`config.mk`:
```
export PLATFORM = sky130hd
export DESIGN_NAME = cn_top
export DESIGN_NICKNAME = d
export VERILOG_FILES = /design/src/rtl/cn_pkg.sv /design/src/rtl/cn_datapath.sv /design/src/rtl/cn_ctrl.sv /design/src/rtl/cn_top.sv
export SDC_FILE = /design/constraint.sdc
export NUM_CORES = 1
export LEC_CHECK = 0
export BUFFER_PORTS_ARGS = -buffer_cell sky130_fd_sc_hd__buf_4
export CAP_MARGIN = 20
export CORE_ASPECT_RATIO = 0.75
export CORE_MARGIN = 4
export CORE_UTILIZATION = 58
export CTS_BUF_LIST = sky130_fd_sc_hd__clkbuf_16
export CTS_CLUSTER_DIAMETER = 40
export DETAILED_ROUTE_END_ITERATION = 10
export PLACE_DENSITY = 0.88
export SLEW_MARGIN = 20
export SYNTH_ARGS = -nofsm -noshare
export SYNTH_HDL_FRONTEND = slang
export SYNTH_SLANG_ARGS = --single-unit
```
`constraint.sdc`:
```
create_clock -name clk -period 4.7 [get_ports clk]
set_input_delay 1.175 -clock clk [delete_from_list [all_inputs] [get_ports clk]]
set_output_delay 1.175 -clock clk [all_outputs]
set_load 0.1 [all_outputs]
```
`src/rtl/cn_pkg.sv`:
```
package cn_pkg;
  localparam int CN_ADDR_W = 3;

  typedef enum logic [CN_ADDR_W-1:0] {
    ADDR_EN_LO = 3'd0,
    ADDR_EN_HI = 3'd1,
    ADDR_PU_LO = 3'd2,
    ADDR_PU_HI = 3'd3,
    ADDR_FLAG  = 3'd4
  } cnAddrE;

  typedef struct packed {
    logic holdSnap;     // freeze snapshot, comparator drives wake path
    logic refreshSnap;  // reload snapshot from synchronized pins
  } cnStrobeT;
endpackage

```
`src/rtl/cn_datapath.sv`:
```
module cn_datapath
  import cn_pkg::*;
#(
  parameter int NUM_PINS    = 24,
  parameter int SYNC_STAGES = 2
) (
  input  logic                clk,
  input  logic                rstN,
  input  cnStrobeT            strobe,
  input  logic [NUM_PINS-1:0] pinIn,
  input  logic [NUM_PINS-1:0] pinIsOutput,
  input  logic [NUM_PINS-1:0] enMask,
  input  logic [NUM_PINS-1:0] puMask,
  output logic                changeHit,
  output logic                wakeReq,
  output logic [NUM_PINS-1:0] pullUpEn
);
  localparam int LAST_STAGE = SYNC_STAGES - 1;

  logic [SYNC_STAGES-1:0][NUM_PINS-1:0] syncChain;
  logic [NUM_PINS-1:0] syncPins;
  logic [NUM_PINS-1:0] prevPins;

  always_ff @(posedge clk or negedge rstN) begin
    if (!rstN) syncChain[0] <= '0;
    else       syncChain[0] <= pinIn;
  end

  generate
    for (genvar s = 1; s < SYNC_STAGES; s++) begin : gSync
      always_ff @(posedge clk or negedge rstN) begin
        if (!rstN) syncChain[s] <= '0;
        else       syncChain[s] <= syncChain[s-1];
      end
    end
  endgenerate

  assign syncPins = syncChain[LAST_STAGE];

  always_ff @(posedge clk or negedge rstN) begin
    if (!rstN)
      prevPins <= '0;
    else if (strobe.refreshSnap || !strobe.holdSnap)
      prevPins <= syncPins;
  end

  // clocked detector, used while awake
  assign changeHit = !strobe.holdSnap && (|((syncPins ^ prevPins) & enMask));

  // clockless detector on raw pins, used while asleep
  assign wakeReq = strobe.holdSnap && (|((pinIn ^ prevPins) & enMask));

  assign pullUpEn = puMask & ~pinIsOutput;
endmodule

```
`src/rtl/cn_ctrl.sv`:
```
module cn_ctrl
  import cn_pkg::*;
#(
  parameter int NUM_PINS = 24,
  parameter int REG_W    = 16
) (
  input  logic                 clk,
  input  logic                 rstN,
  input  logic                 sleep,
  input  logic                 regWrEn,
  input  logic [CN_ADDR_W-1:0] regAddr,
  input  logic [REG_W-1:0]     regWrData,
  output logic [REG_W-1:0]     regRdData,
  input  logic                 changeHit,
  input  logic                 wakeReq,
  output logic [NUM_PINS-1:0]  enMask,
  output logic [NUM_PINS-1:0]  puMask,
  output cnStrobeT             strobe,
  output logic                 irqReq
);
  localparam int PAIR_W = 2 * REG_W;

  logic wrEnLo, wrEnHi, wrPuLo, wrPuHi, clrFlag;
  logic flag;
  logic [PAIR_W-1:0] enPad, puPad;

  assign wrEnLo  = regWrEn && (regAddr == ADDR_EN_LO);
  assign wrEnHi  = regWrEn && (regAddr == ADDR_EN_HI);
  assign wrPuLo  = regWrEn && (regAddr == ADDR_PU_LO);
  assign wrPuHi  = regWrEn && (regAddr == ADDR_PU_HI);
  assign clrFlag = regWrEn && (regAddr == ADDR_FLAG) && regWrData[0];

  always_ff @(posedge clk or negedge rstN) begin
    if (!rstN) begin
      enMask <= '0;
      puMask <= '0;
    end else begin
      for (int b = 0; b < NUM_PINS; b++) begin
        if (b < REG_W) begin
          if (wrEnLo) enMask[b] <= regWrData[b % REG_W];
          if (wrPuLo) puMask[b] <= regWrData[b % REG_W];
        end else begin
          if (wrEnHi) enMask[b] <= regWrData[b % REG_W];
          if (wrPuHi) puMask[b] <= regWrData[b % REG_W];
        end
      end
    end
  end

  // a new event in the clear cycle wins over the clear
  always_ff @(posedge clk or negedge rstN) begin
    if (!rstN)                           flag <= 1'b0;
    else if (changeHit || (sleep && wakeReq)) flag <= 1'b1;
    else if (clrFlag)                    flag <= 1'b0;
  end

  assign irqReq             = flag;
  assign strobe.holdSnap    = sleep;
  assign strobe.refreshSnap = clrFlag;

  always_comb begin
    enPad = '0;
    puPad = '0;
    enPad[NUM_PINS-1:0] = enMask;
    puPad[NUM_PINS-1:0] = puMask;
    regRdData = '0;
    case (regAddr)
      ADDR_EN_LO: regRdData = enPad[REG_W-1:0];
      ADDR_EN_HI: regRdData = enPad[PAIR_W-1:REG_W];
      ADDR_PU_LO: regRdData = puPad[REG_W-1:0];
      ADDR_PU_HI: regRdData = puPad[PAIR_W-1:REG_W];
      ADDR_FLAG:  regRdData[0] = flag;
      default:    regRdData = '0;
    endcase
  end


  change_sets_flag_chk: assert property (@(posedge clk) disable iff (!rstN)
    changeHit |=> flag);


  flag_sticky_chk: assert property (@(posedge clk) disable iff (!rstN)
    (flag && !clrFlag) |=> flag);


  wake_loads_flag_chk: assert property (@(posedge clk) disable iff (!rstN)
    (sleep && wakeReq) |=> flag);


  no_spurious_flag_chk: assert property (@(posedge clk) disable iff (!rstN)
    (!flag && !changeHit && !(sleep && wakeReq)) |=> !flag);
endmodule

```
`src/rtl/cn_top.sv`:
```
module cn_top
  import cn_pkg::*;
#(
  parameter int NUM_PINS    = 24,
  parameter int REG_W       = 16,
  parameter int SYNC_STAGES = 2
) (
  input  logic                 clk,
  input  logic                 rstN,
  input  logic                 sleep,
  input  logic [NUM_PINS-1:0]  pinIn,
  input  logic [NUM_PINS-1:0]  pinIsOutput,
  input  logic                 regWrEn,
  input  logic [CN_ADDR_W-1:0] regAddr,
  input  logic [REG_W-1:0]     regWrData,
  output logic [REG_W-1:0]     regRdData,
  output logic                 irqReq,
  output logic                 wakeReq,
  output logic [NUM_PINS-1:0]  pullUpEn
);
  cnStrobeT strobe;
  logic changeHit;
  logic [NUM_PINS-1:0] enMask, puMask;

  cn_ctrl #(.NUM_PINS(NUM_PINS), .REG_W(REG_W)) uCtrl (
    .clk(clk), .rstN(rstN), .sleep(sleep),
    .regWrEn(regWrEn), .regAddr(regAddr), .regWrData(regWrData),
    .regRdData(regRdData), .changeHit(changeHit), .wakeReq(wakeReq),
    .enMask(enMask), .puMask(puMask), .strobe(strobe), .irqReq(irqReq)
  );

  cn_datapath #(.NUM_PINS(NUM_PINS), .SYNC_STAGES(SYNC_STAGES)) uData (
    .clk(clk), .rstN(rstN), .strobe(strobe),
    .pinIn(pinIn), .pinIsOutput(pinIsOutput),
    .enMask(enMask), .puMask(puMask),
    .changeHit(changeHit), .wakeReq(wakeReq), .pullUpEn(pullUpEn)
  );
endmodule

```
==> qor.yml <==
status: "complete, no violations"
drc_errors: 0
crit_required_ns: 3.52
drt-initial-drc-count: 330
gp_congestion: 0.808
synth_edf_count: 0
cts_setup_buffers: 0
cp-startpoint: "pinIn[11]"
cts_htree_levels: 4
cts_tree: "done"
antenna_found_initial: 0
path_max_fanout: 2
syn_inst: 359
ys_seq_area_share_pct: 57.4
p_clk_share_pct: 36.7
globalRoute.totalOverflow: 0
slew_violations: 0
vias_per_cell: 5.78
async_flop_share_pct: 100
p_int_mw: 2.30
io_pins: 113
routedWlPerCell_um: 21.3
fin_ws_ns: 1.06
min-delay-start: "uData.syncChain[19]$_DFF_PN0_"
worst_pin_slew_ns: 1.05
power_density_nw_per_um2: 506
p_switching_mw: 1.12
vdd_drop_max_mv: 0.340
row_count: 29
final-hold-violation-count: 0
ys.flop_type: "dfrtp_1"
max_cap_violations: 0
hold_buffers: 0
min_period_over_period_pct: 77.5
syn_area_per_cell_um2: 14.7
layout_commonest_cell: "dfrtp_1"
dp_slack_ns: 1.10
post_cts_resized: 0
antenna_left: 0
fin_crit_ns: 3.64
grt_pass1_wl_um: 20800
grt.total_usage_pct: 25.4
seq_power_share_pct: 38.9
slew_headroom_pct: 29.6
leakage_nw: 3.18
p_sw_share_pct: 32.8
fp.dieH_um: 90.6
grt_max_degree: 48
skew_ns: 0.0145
layout_common_cells: "121 x dfrtp_1, 115 x buf_4, 52 x mux2_2"
drt_pre_antenna_iters: 4
cts_buffers: 17
syn-cell-area_um2: 5270
clock_latency_ns: 0.42
clock_sinks: 121
dpl.hpwl_um: 8900
setup_viol: 0
rsz0062_at_grt: "no"
die_width_um: 118
n_antenna_cell: 0
comb_power_share_pct: 24.3
vias: 3471
grt_pass1_vias: 3851
initial_utilization_pct: 60.8
yosys_warnings: 0
critical_path_arrival_ns: 2.47
max_freq_mhz: 274
synth-seq-cells: 121
worstReg2RegStart: "uData.prevPins[11]$_DFFE_PN0P_"
wl_um: 12800
critPathCaptureType: "output port"
critical_path_class: "primary input to output port"
fin_setup_tns_ns: 0
fin_nets: 551
ys_types: 29
cts.clk_slew.worst_paths_ns: 0.05
port_buffers: 112
areaGrowthSynthToFinish_pct: 28.2
hold_path.class: "flip-flop to flip-flop"
synth.net_count: 430
worstSetupStartpointType: "primary input"
ctsRootBufferMaster: "clkbuf_16"
core_area_um2: 8670
die-area_um2: 10700
drive_gt1_share_pct: 46.2
cts_max_path_buffers: 2
## sequential cells by signal, summed over array words and instances, names as in the netlist
| register | cells |
|---|---|
| uCtrl.enMask | 24 |
| uCtrl.irqReq | 1 |
| uCtrl.puMask | 24 |
| uData.prevPins | 24 |
| uData.syncChain | 24 |
| uData.syncPins | 24 |
## layer usage
metal / vias to the layer above / GRT usage, % / wire (µm)
met5: - / 0 / 0
met4: 0 / 8.39 / 149
met3: 14 / 8.02 / 808
met2: 148 / 37.9 / 6020
met1: 1785 / 35.5 / 5810
li1: 1524 / - / -
## area by class of cell
cell class | count | area [µm²]
Tap cell | 108 | 135
Fill cell | 531 | 1910
Clock buffer | 17 | 425
Inverter | 1 | 3.75
Timing Repair Buffer | 115 | 863
Sequential cell | 121 | 3030
Clock inverter | 15 | 144
Multi-Input combinational cell | 224 | 2160
## stage by stage
stage	utilization, %	total power [mW]	hold WS (ns)	cells	cell area [µm²]
floorplan	-	1.91	0.331	359	5270
global placement	71.4	2.14	0.333	569	6190
detailed placement	71.4	2.17	0.335	569	6190
CTS	78.0	3.43	0.346	601	6760
global route	78.0	3.55	0.346	601	6760
finish	78.0	3.42	0.346	601	6760
## synthesized netlist by cell type, drive strengths merged (6+ instances only)
cell type,count,area [µm²]
a22oi,22,165
mux2,72,886
nor2,10,37.5
mux2i,9,90.1
mux4,7,158
buf,11,72.6
nand4,6,37.5
and2,7,43.8
xor2,48,420
dfrtp,121,3030
nor2b,25,156
## worst paths after layout
| path | end | slack, ns | cells past startpoint |
|---|---|---|---|
| max reg2reg | uCtrl.irqReq$_DFFE_PN0P_ | 3.13 | 5 |
| min | uData.syncPins[19]$_DFF_PN0_ | 0.35 | 0 |
| max in group asynchronous | uCtrl.enMask[20]$_DFFE_PN0P_ | 2.97 | 2 |
| max | wakeReq | 1.06 | 7 |
| min in group asynchronous | uData.syncChain[15]$_DFF_PN0_ | 0.77 | 1 |
| min reg2reg | uData.syncPins[19]$_DFF_PN0_ | 0.35 | 0 |
## logic make-up after synthesis
logic type	Yosys count	synth area share, %
multiplexers	88	21.5
AND/OR/NAND/NOR	58	6.79
XOR/XNOR	48	7.97
flip-flops	121	57.4
AO/OA/AOI/OAI	30	4.72
buffers and inverters	14	1.59
## critical path, cell delays in order
cell and delay, ns:
buf_4 0.12, xor2_1 0.15, a22oi_1 0.22, nand4_1 0.14, nor3_1 0.29, nor2b_1 0.11
buf_4 0.25
## power by group through the flow
stage	Sequential, mW	Combinational, mW	Clock [mW]
CTS	1.33	0.837	1.27
finish	1.33	0.832	1.26
detailed placement	1.34	0.826	0
floorplan	1.27	0.634	0
global placement	1.33	0.812	0
global route	1.35	0.876	1.33
Note: power is estimated with default switching activity, not from simulation.
